File: src/rtl/ramp_lat_pkg.sv
package ramp_lat_pkg;

    localparam int SEL_W   = 4;
    localparam int N_CHAN  = 2;
    localparam int CH_RISE = 0;
    localparam int CH_FALL = 1;

    typedef enum logic {
        DET_LEVEL = 1'b0,
        DET_EDGE  = 1'b1
    } det_mode_e;

    typedef struct packed {
        logic [SEL_W-1:0] sel;
        logic             inv;
        det_mode_e        mode;
    } chan_cfg_t;

    // Next value of the set/clear state: clear dominates set.
    function automatic logic sr_next(input logic cur, input logic set, input logic clr);
        logic nxt;
        if (clr)      nxt = 1'b0;
        else if (set) nxt = 1'b1;
        else          nxt = cur;
        return nxt;
    endfunction

endpackage

File: src/rtl/rtl_chan_select.sv
module rtl_chan_select #(
    parameter int NUM_SRC = 12
) (
    input  logic [NUM_SRC-1:0]              src_i,
    input  logic [ramp_lat_pkg::SEL_W-1:0]  sel_i,
    input  logic                            inv_i,
    output logic                            raw_o
);
    // An unused code feeds the inversion value, so after polarity it is inactive.
    always_comb begin
        raw_o = inv_i;
        for (int i = 0; i < NUM_SRC; i++) begin
            if (int'(sel_i) == i) raw_o = src_i[i];
        end
    end
endmodule

File: src/rtl/rtl_sync_chain.sv
module rtl_sync_chain #(
    parameter int STAGES = 2
) (
    input  logic clk,
    input  logic rst,
    input  logic d_i,
    output logic q_o
);
    logic [STAGES-1:0] stg_q;

    generate
        for (genvar s = 0; s < STAGES; s++) begin : g_stage
            if (s == 0) begin : g_first
                always_ff @(posedge clk) begin
                    if (rst) stg_q[0] <= 1'b0;
                    else     stg_q[0] <= d_i;
                end
            end else begin : g_next
                always_ff @(posedge clk) begin
                    if (rst) stg_q[s] <= 1'b0;
                    else     stg_q[s] <= stg_q[s-1];
                end
            end
        end
    endgenerate

    assign q_o = stg_q[STAGES-1];
endmodule

File: src/rtl/rtl_event_detect.sv
module rtl_event_detect
    import ramp_lat_pkg::*;
(
    input  logic      clk,
    input  logic      rst,
    input  logic      sync_i,
    input  logic      inv_i,
    input  det_mode_e mode_i,
    input  logic      blank_i,
    output logic      act_o
);
    logic pol;
    logic pol_prev_q;
    logic edge_hit;
    logic cand;

    assign pol = sync_i ^ inv_i;

    // Starts high so that no edge is seen in the first cycle out of reset.
    always_ff @(posedge clk) begin
        if (rst) pol_prev_q <= 1'b1;
        else     pol_prev_q <= pol;
    end

    assign edge_hit = pol & ~pol_prev_q;

    always_comb begin
        unique case (mode_i)
            DET_EDGE:  cand = edge_hit;
            default:   cand = pol;
        endcase
    end

    // Blanking drops edge hits outright; a level is simply still there later.
    assign act_o = cand & ~blank_i;

    AST_EDGE_SINGLE: assert property (@(posedge clk) disable iff (rst)
        edge_hit |=> !edge_hit);
endmodule

File: src/rtl/rtl_sr_core.sv
module rtl_sr_core
    import ramp_lat_pkg::*;
(
    input  logic clk,
    input  logic rst,
    input  logic set_i,
    input  logic clr_i,
    output logic state_o
);
    logic state_q;

    always_ff @(posedge clk) begin
        if (rst) state_q <= 1'b0;
        else     state_q <= sr_next(state_q, set_i, clr_i);
    end

    assign state_o = state_q;
endmodule

File: src/rtl/ramp_timing_latch.sv
module ramp_timing_latch
    import ramp_lat_pkg::*;
#(
    parameter int NUM_SRC     = 12,
    parameter int SYNC_STAGES = 2
) (
    input  logic                 clk,
    input  logic                 rst,
    input  logic [NUM_SRC-1:0]   src_i,
    input  logic [SEL_W-1:0]     rise_sel,
    input  logic                 rise_inv,
    input  logic                 rise_edge,
    input  logic [SEL_W-1:0]     fall_sel,
    input  logic                 fall_inv,
    input  logic                 fall_edge,
    input  logic                 blank_i,
    output logic                 state_o
);
    chan_cfg_t          cfg [N_CHAN];
    logic [N_CHAN-1:0]  raw;
    logic [N_CHAN-1:0]  synced;
    logic [N_CHAN-1:0]  act;

    assign cfg[CH_RISE] = '{sel: rise_sel, inv: rise_inv,
                            mode: rise_edge ? DET_EDGE : DET_LEVEL};
    assign cfg[CH_FALL] = '{sel: fall_sel, inv: fall_inv,
                            mode: fall_edge ? DET_EDGE : DET_LEVEL};

    generate
        for (genvar c = 0; c < N_CHAN; c++) begin : g_chan
            rtl_chan_select #(.NUM_SRC(NUM_SRC)) u_sel (
                .src_i (src_i),
                .sel_i (cfg[c].sel),
                .inv_i (cfg[c].inv),
                .raw_o (raw[c])
            );
            rtl_sync_chain #(.STAGES(SYNC_STAGES)) u_sync (
                .clk (clk),
                .rst (rst),
                .d_i (raw[c]),
                .q_o (synced[c])
            );
            rtl_event_detect u_det (
                .clk     (clk),
                .rst     (rst),
                .sync_i  (synced[c]),
                .inv_i   (cfg[c].inv),
                .mode_i  (cfg[c].mode),
                .blank_i (blank_i),
                .act_o   (act[c])
            );
        end
    endgenerate

    rtl_sr_core u_core (
        .clk     (clk),
        .rst     (rst),
        .set_i   (act[CH_RISE]),
        .clr_i   (act[CH_FALL]),
        .state_o (state_o)
    );

    AST_RESET_CLEARS: assert property (@(posedge clk)
        rst |=> !state_o);
    AST_SET_ONLY: assert property (@(posedge clk) disable iff (rst)
        act[CH_RISE] && !act[CH_FALL] |=> state_o);
    AST_HOLD_IDLE: assert property (@(posedge clk) disable iff (rst)
        !act[CH_RISE] && !act[CH_FALL] |=> $stable(state_o));
    AST_CLEAR_WINS: assert property (@(posedge clk) disable iff (rst)
        act[CH_FALL] |=> !state_o);
    AST_BLANK_FREEZE: assert property (@(posedge clk) disable iff (rst)
        blank_i |=> $stable(state_o));
endmodule

File: config.mk
export PLATFORM = sky130hd
export DESIGN_NAME = ramp_timing_latch
export DESIGN_NICKNAME = d
export VERILOG_FILES = /design/src/rtl/ramp_lat_pkg.sv /design/src/rtl/rtl_chan_select.sv /design/src/rtl/rtl_sync_chain.sv /design/src/rtl/rtl_event_detect.sv /design/src/rtl/rtl_sr_core.sv /design/src/rtl/ramp_timing_latch.sv
export SDC_FILE = /design/constraint.sdc
export NUM_CORES = 1
export LEC_CHECK = 0
export BUFFER_PORTS_ARGS = -buffer_cell sky130_fd_sc_hd__buf_2
export CELL_PAD_IN_SITES_DETAIL_PLACEMENT = 0
export CELL_PAD_IN_SITES_GLOBAL_PLACEMENT = 1
export CORE_MARGIN = 2
export CORE_UTILIZATION = 33
export CTS_CLUSTER_DIAMETER = 150
export DETAILED_ROUTE_END_ITERATION = 8
export GPL_TIMING_DRIVEN = 0
export PLACE_DENSITY = 0.91
export REMOVE_ABC_BUFFERS = 1
export SYNTH_ARGS = -nofsm -noshare
export SYNTH_HDL_FRONTEND = slang
export SYNTH_SLANG_ARGS = --single-unit
File: constraint.sdc
create_clock -name clk -period 2.45 [get_ports clk]
set_clock_uncertainty 0.1 [all_clocks]
set_input_delay 0.245 -clock clk [delete_from_list [all_inputs] [get_ports clk]]
set_output_delay 0.245 -clock clk [all_outputs]
set_load 0.02 [all_outputs]
==> results of run 1 <==
[cell families after synthesis]
kind of cell    count (synthesis)  synth area share
compound gates                 31             0.347
buf+inv                         7            0.0575
mux                             6            0.0986
simple gates                   26             0.238
flops                           7             0.230
xor+xnor                        2            0.0288
[metrics by stage]
step | std cells | worst slack [ns] | hold slack (ns) | utilization | cell area (µm²)
3_5_place_dp | 126 | 0.825 | 0.339 | 0.433 | 748
5_1_grt | 130 | 1.03 | 0.187 | 0.449 | 774
2_1_floorplan | 74 | 0.984 | 0.217 | - | 582
3_3_place_gp | 126 | 0.824 | 0.322 | 0.433 | 748
4_1_cts | 130 | 1.08 | 0.172 | 0.449 | 774
6_report | 130 | 1.08 | 0.177 | 0.449 | 774
[worst reg2reg max path, cell delays in order (launching register included)]
cell and delay (ns):
dfxtp_1 0.30, xnor2_1 0.13, a211oi_1 0.18, nor2_1 0.06, nor3_1 0.12
[worst paths after layout]
check | slack (ns) | startpoint | to
max reg2reg | 1.48 | g_chan[0].u_sync.q_o | u_core.state_o
min | 0.18 | rst | g_chan[0].u_sync.q_o
max | 1.08 | fall_sel[3] | g_chan[1].u_sync.stg_q[0]
min reg2reg | 0.34 | g_chan[1].u_sync.stg_q[0] | g_chan[1].u_sync.q_o
[layer usage]
layer,wire (µm),track usage,share of wire
met2,751,0.255,0.48
met5,0,0,0
met1,704,0.198,0.45
met3,100,0.0462,0.064
met4,0,0.0333,0
[placed cells by master, fill, tap and decap left out, types with 3 or more instances in the layout]
cell type and instances:
buf_2 27, nand2b_1 7, a21oi_1 7, dfxtp_1 7, mux2i_1 6, nor2_1 6, o21ai_0 5, nor2b_1 4
nor3_1 3, clkbuf_4 3
[area by class of cell]
class / count / area, µm²
clock buffers: 4 / 26.3
fillers: 194 / 952
inverters: 2 / 7.51
multi-input cells: 65 / 434
flip-flops and latches: 7 / 140
well taps: 25 / 31.3
repair buffers: 27 / 135
[flip-flops by register name, summed over array words and instances, names as in the netlist]
| name | cells |
|---|---|
| g_chan.u_sync.stg_q | 2 |
| g_chan.u_det.pol_prev_q | 2 |
| u_core.state_o | 1 |
| g_chan.u_sync.q_o | 2 |
[report_power, final]
group / switching [mW] / leakage (nW) / internal (mW)
clock network: 0.0397 / 0.0150 / 0.0620
registers: 0.00283 / 0.0580 / 0.124
logic: 0.0509 / 0.255 / 0.0469
total: 0.0934 / 0.328 / 0.233
==> results.cfg, run 1 <==
[outcome]
status = completed

[synth]
synth.top_cells.by_area = dfxtp_1 23%, mux2i_1 9.9%, nand2b_1 7.2%, a21oi_1 5.7%, nor2b_1 4.1%
synth_cell_type_count = 33
synthTopCellsByCount = 7 x a21oi_1, 7 x dfxtp_1, 7 x nand2b_1
netlist_instances = 79
synth_area_um2 = 609
avgSynthCellArea_um2 = 7.71
yosys.area.top_type_share = 0.230
synth_largest_area_cell = dfxtp_1
synth_seq_cells = 7
ys_warn_count = 0
synth_ff_type = dfxtp_1
synthArstFlopShare = 0
synth_edf_count = 0
ys_seq_area_frac = 0.230

[setup_path]
cp-start-kind = input pin
path_depth = 6
crit_arrival_ns = 1.41
path_class = input pin to register
cpMaxStageDelayCell = or3_1
cp_top_family = compound AO/OA/AOI/OAI gates
ff2ff_path_depth = 4
cp_max_fo = 6
slowest_delay_ns = 0.34
required_ns = 2.49
critPathBufInv = 1
cp_cell_sequence = buf_2 > or3_1 > a21oi_1 > nor2_1 > a211o_1 > a31o_1
endpoint_kind = register

[clock_network]
cts_tree = yes
cts_buffers = 3
cts_setup_buffers = 0
clock_path_buffers = 2
htreeDepth = 1
insertion_delay_ns = 0.25
cts_hold_buf = 0
cts_num_sinks = 7
cts.repair.resized = 0
cts_root_buf = clkbuf_4
clk_pin_slew_worst_paths_ns = 0.05

[run]
maxCapViolations = 0

[global_route]
antenna_found_initial = 0
grt_pass1_vias = 611
overflow = 0
track_usage = 0.154
grt_pass1_wl_mm = 2.46
grt_max_degree = 14

[sta]
fmaxAchievable_mhz = 730
period_share = 0.559
rsz0062_at_grt = no
setup_viol_count_final = 0
max-slew-margin-rel = 0.698
period_needed_ns = 1.37
tightest_slew_ns = 0.442
timing.final.hold_violations = 0
setup_tns_ns = 0
slew_viol_final = 0

[detailed_routing]
drt_first_pass_iters = 4
vias = 688
wl_per_cell_um = 12.0
drt-total-wl_mm = 1.56
drt_iter0_drc = 5
ant_nets = 0
post-route-drc-count = 0
vias_per_cell = 5.29

[placed_design]
io_buffers = 27
place_hpwl_mm = 1.23
place_congestion = 0.757

[layout]
drive_gt1_frac = 0.305
area_growth_pct = 27.1
nNetsFinal = 133
num_antenna_cells = 0

[die]
die_w_um = 47.0
num_rows = 15
dieHeight_um = 47.0
core_area_mm2 = 0.00173
start_util = 0.353
die_area_mm2 = 0.00221
io_pins = 28

[power]
power.leakage_nw = 0.328
vdd_drop_max_mv = 0.253
power_mw = 0.326
p_per_area_mw_per_mm2 = 421

[hold_path]
min_path_cells = 2
hp-class = input pin to register
No activity file was read; power rests on OpenSTA's default activity.
==> run 2, diff against run 1 <==
--- a/config.mk
+++ b/config.mk
@@ -9,11 +9,11 @@
 export CELL_PAD_IN_SITES_DETAIL_PLACEMENT = 0
 export CELL_PAD_IN_SITES_GLOBAL_PLACEMENT = 1
 export CORE_MARGIN = 2
-export CORE_UTILIZATION = 33
+export CORE_UTILIZATION = 28
 export CTS_CLUSTER_DIAMETER = 150
 export DETAILED_ROUTE_END_ITERATION = 8
 export GPL_TIMING_DRIVEN = 0
-export PLACE_DENSITY = 0.91
+export PLACE_DENSITY = 0.83
 export REMOVE_ABC_BUFFERS = 1
 export SYNTH_ARGS = -nofsm -noshare
 export SYNTH_HDL_FRONTEND = slang
==> constraint.sdc (replaced) <==
create_clock -name clk -period 1.25 [get_ports clk]
set_clock_uncertainty 0.1 [all_clocks]
set_input_delay 0.125 -clock clk [delete_from_list [all_inputs] [get_ports clk]]
set_output_delay 0.125 -clock clk [all_outputs]
set_load 0.02 [all_outputs]
==> results.cfg, run 2 (same netlist as run 1, synthesis figures left out) <==
[die]
io_pins = 28
dieHeight_um = 50.7
die_w_um = 50.7
die_area_mm2 = 0.00257
start_util = 0.304
core_area_mm2 = 0.00200
num_rows = 16

[setup_path]
cp_max_fo = 6
required_ns = 1.30
endpoint_kind = register
cp_top_family = compound AO/OA/AOI/OAI gates
ff2ff_path_depth = 4
r2r_setup_slack_ns = 0.27
path_depth = 6
crit_arrival_ns = 1.26
cpMaxStageDelayCell = or3_1
cp-start-kind = input pin
cp_cell_sequence = buf_2 > or3_1 > a21oi_1 > nor2_1 > a211o_1 > a31o_1
critPathBufInv = 1
path_class = input pin to register
reg2reg_to = u_core.state_o
r2r_start = g_chan[0].u_sync.q_o
slowest_delay_ns = 0.36

[sta]
timing.final.hold_violations = 0
period_needed_ns = 1.21
fmaxAchievable_mhz = 827
setup_viol_count_final = 0
rsz0062_at_grt = no
period_share = 0.968
slew_viol_final = 0
max-slew-margin-rel = 0.706
tightest_slew_ns = 0.430
setup_tns_ns = 0

[global_route]
use_met3 = 0.0357
grt_pass1_wl_mm = 2.60
track_usage = 0.132
top_usage_layer = met2
overflow = 0
grt_max_degree = 14
antenna_found_initial = 0
use_met1 = 0.145
use_met2 = 0.237
grt_pass1_vias = 631

[clock_network]
htreeDepth = 1
cts_num_sinks = 7
cts_root_buf = clkbuf_4
clk_pin_slew_worst_paths_ns = 0.05
cts_buffers = 3
insertion_delay_ns = 0.25
clock_path_buffers = 2
cts_tree = yes
cts_setup_buffers = 0

[detailed_routing]
post-route-drc-count = 0
drt_first_pass_iters = 4
vias_per_cell = 5.19
ant_nets = 0
vias = 685
drt_iter0_drc = 18
drt-total-wl_mm = 1.55
wl_per_cell_um = 11.8

[power]
p_per_area_mw_per_mm2 = 837
power.leakage_nw = 0.329
power_mw = 0.653
vdd_drop_max_mv = 0.502

[hold_path]
hp-class = input pin to register
hp-start = rst
min_path_cells = 2
holdPathEnd = g_chan[0].u_sync.q_o

[outcome]
status = completed

[placed_design]
io_buffers = 27
place_congestion = 0.752
place_hpwl_mm = 1.24

[layout]
multi_input_area_um2 = 434
num_antenna_cells = 0
mostFrequentLayoutCells = 26 x buf_2, 7 x nand2b_1, 7 x a21oi_1, 7 x dfxtp_1
layout_commonest_cell = buf_2
nNetsFinal = 133
seqCellArea_um2 = 140
area_growth_pct = 27.9
drive_gt1_frac = 0.305
fillers = 221

[run]
maxCapViolations = 0
run 2: cell count changes in the layout (fill, tap and decap cells not counted):
cell and change:
buf_4 +1, buf_2 -1
run 2: area by class of cell:
cell class,count,area share
repair buffers,27,0.177
flip-flops and latches,7,0.180
inverters,2,0.00963
well taps,27,0.0433
clock buffers,4,0.0337
multi-input cells,65,0.557
run 2: worst max-delay path by stage:
stage | end | startpoint
finish | g_chan[1].u_sync.stg_q[0] | fall_sel[3]
global route | g_chan[1].u_sync.stg_q[0] | fall_sel[3]
CTS | g_chan[1].u_sync.stg_q[0] | fall_sel[3]
detailed placement | g_chan[1].u_sync.stg_q[0] | fall_sel[0]
global placement | g_chan[1].u_sync.stg_q[0] | fall_sel[3]
floorplan | g_chan[1].u_sync.stg_q[0] | src_i[0]
run 2: worst register-to-register path, delay by kind of cell, from the launching register on:
kind,cells,cell delay (ns)
xor gates and xnor gates,1,0.14
DFF,1,0.31
AOI/OAI and AO/OA,1,0.18
and+or+nand+nor,2,0.17
run 2: through the flow:
| stage | setup slack (ns) | util | cells | instance area, µm² | hold slack [ns] |
|---|---|---|---|---|---|
| 6_report | 0.0402 | 0.389 | 132 | 779 | 0.0471 |
| 3_3_place_gp | -0.257 | 0.375 | 128 | 751 | 0.315 |
| 2_1_floorplan | -0.0958 | - | 74 | 582 | 0.0966 |
| 4_1_cts | 0.0107 | 0.389 | 132 | 779 | 0.0359 |
| 3_5_place_dp | -0.290 | 0.375 | 128 | 751 | 0.319 |
| 5_1_grt | 0.000207 | 0.389 | 132 | 779 | 0.0511 |
run 2: routing by layer:
layer	vias to the layer above	part of all wire
met2	19	0.49
met3	2	0.058
met4	0	0.013
met1	313	0.44
met5	-	0
li1	351	-
run 2: power breakdown:
part	switching, mW	internal, mW	total, mW	leakage, nW
registers	0.00565	0.243	0.249	0.0580
logic	0.0998	0.0929	0.193	0.256
clock network	0.0888	0.122	0.211	0.0150
total	0.194	0.458	0.653	0.329
run 2: timing repair:
action                     in CTS  in global routing
pin swaps                       1                  4
hold buffers                    0                  0
gates resized for setup         1                  0
setup endpoints to repair       1                  1
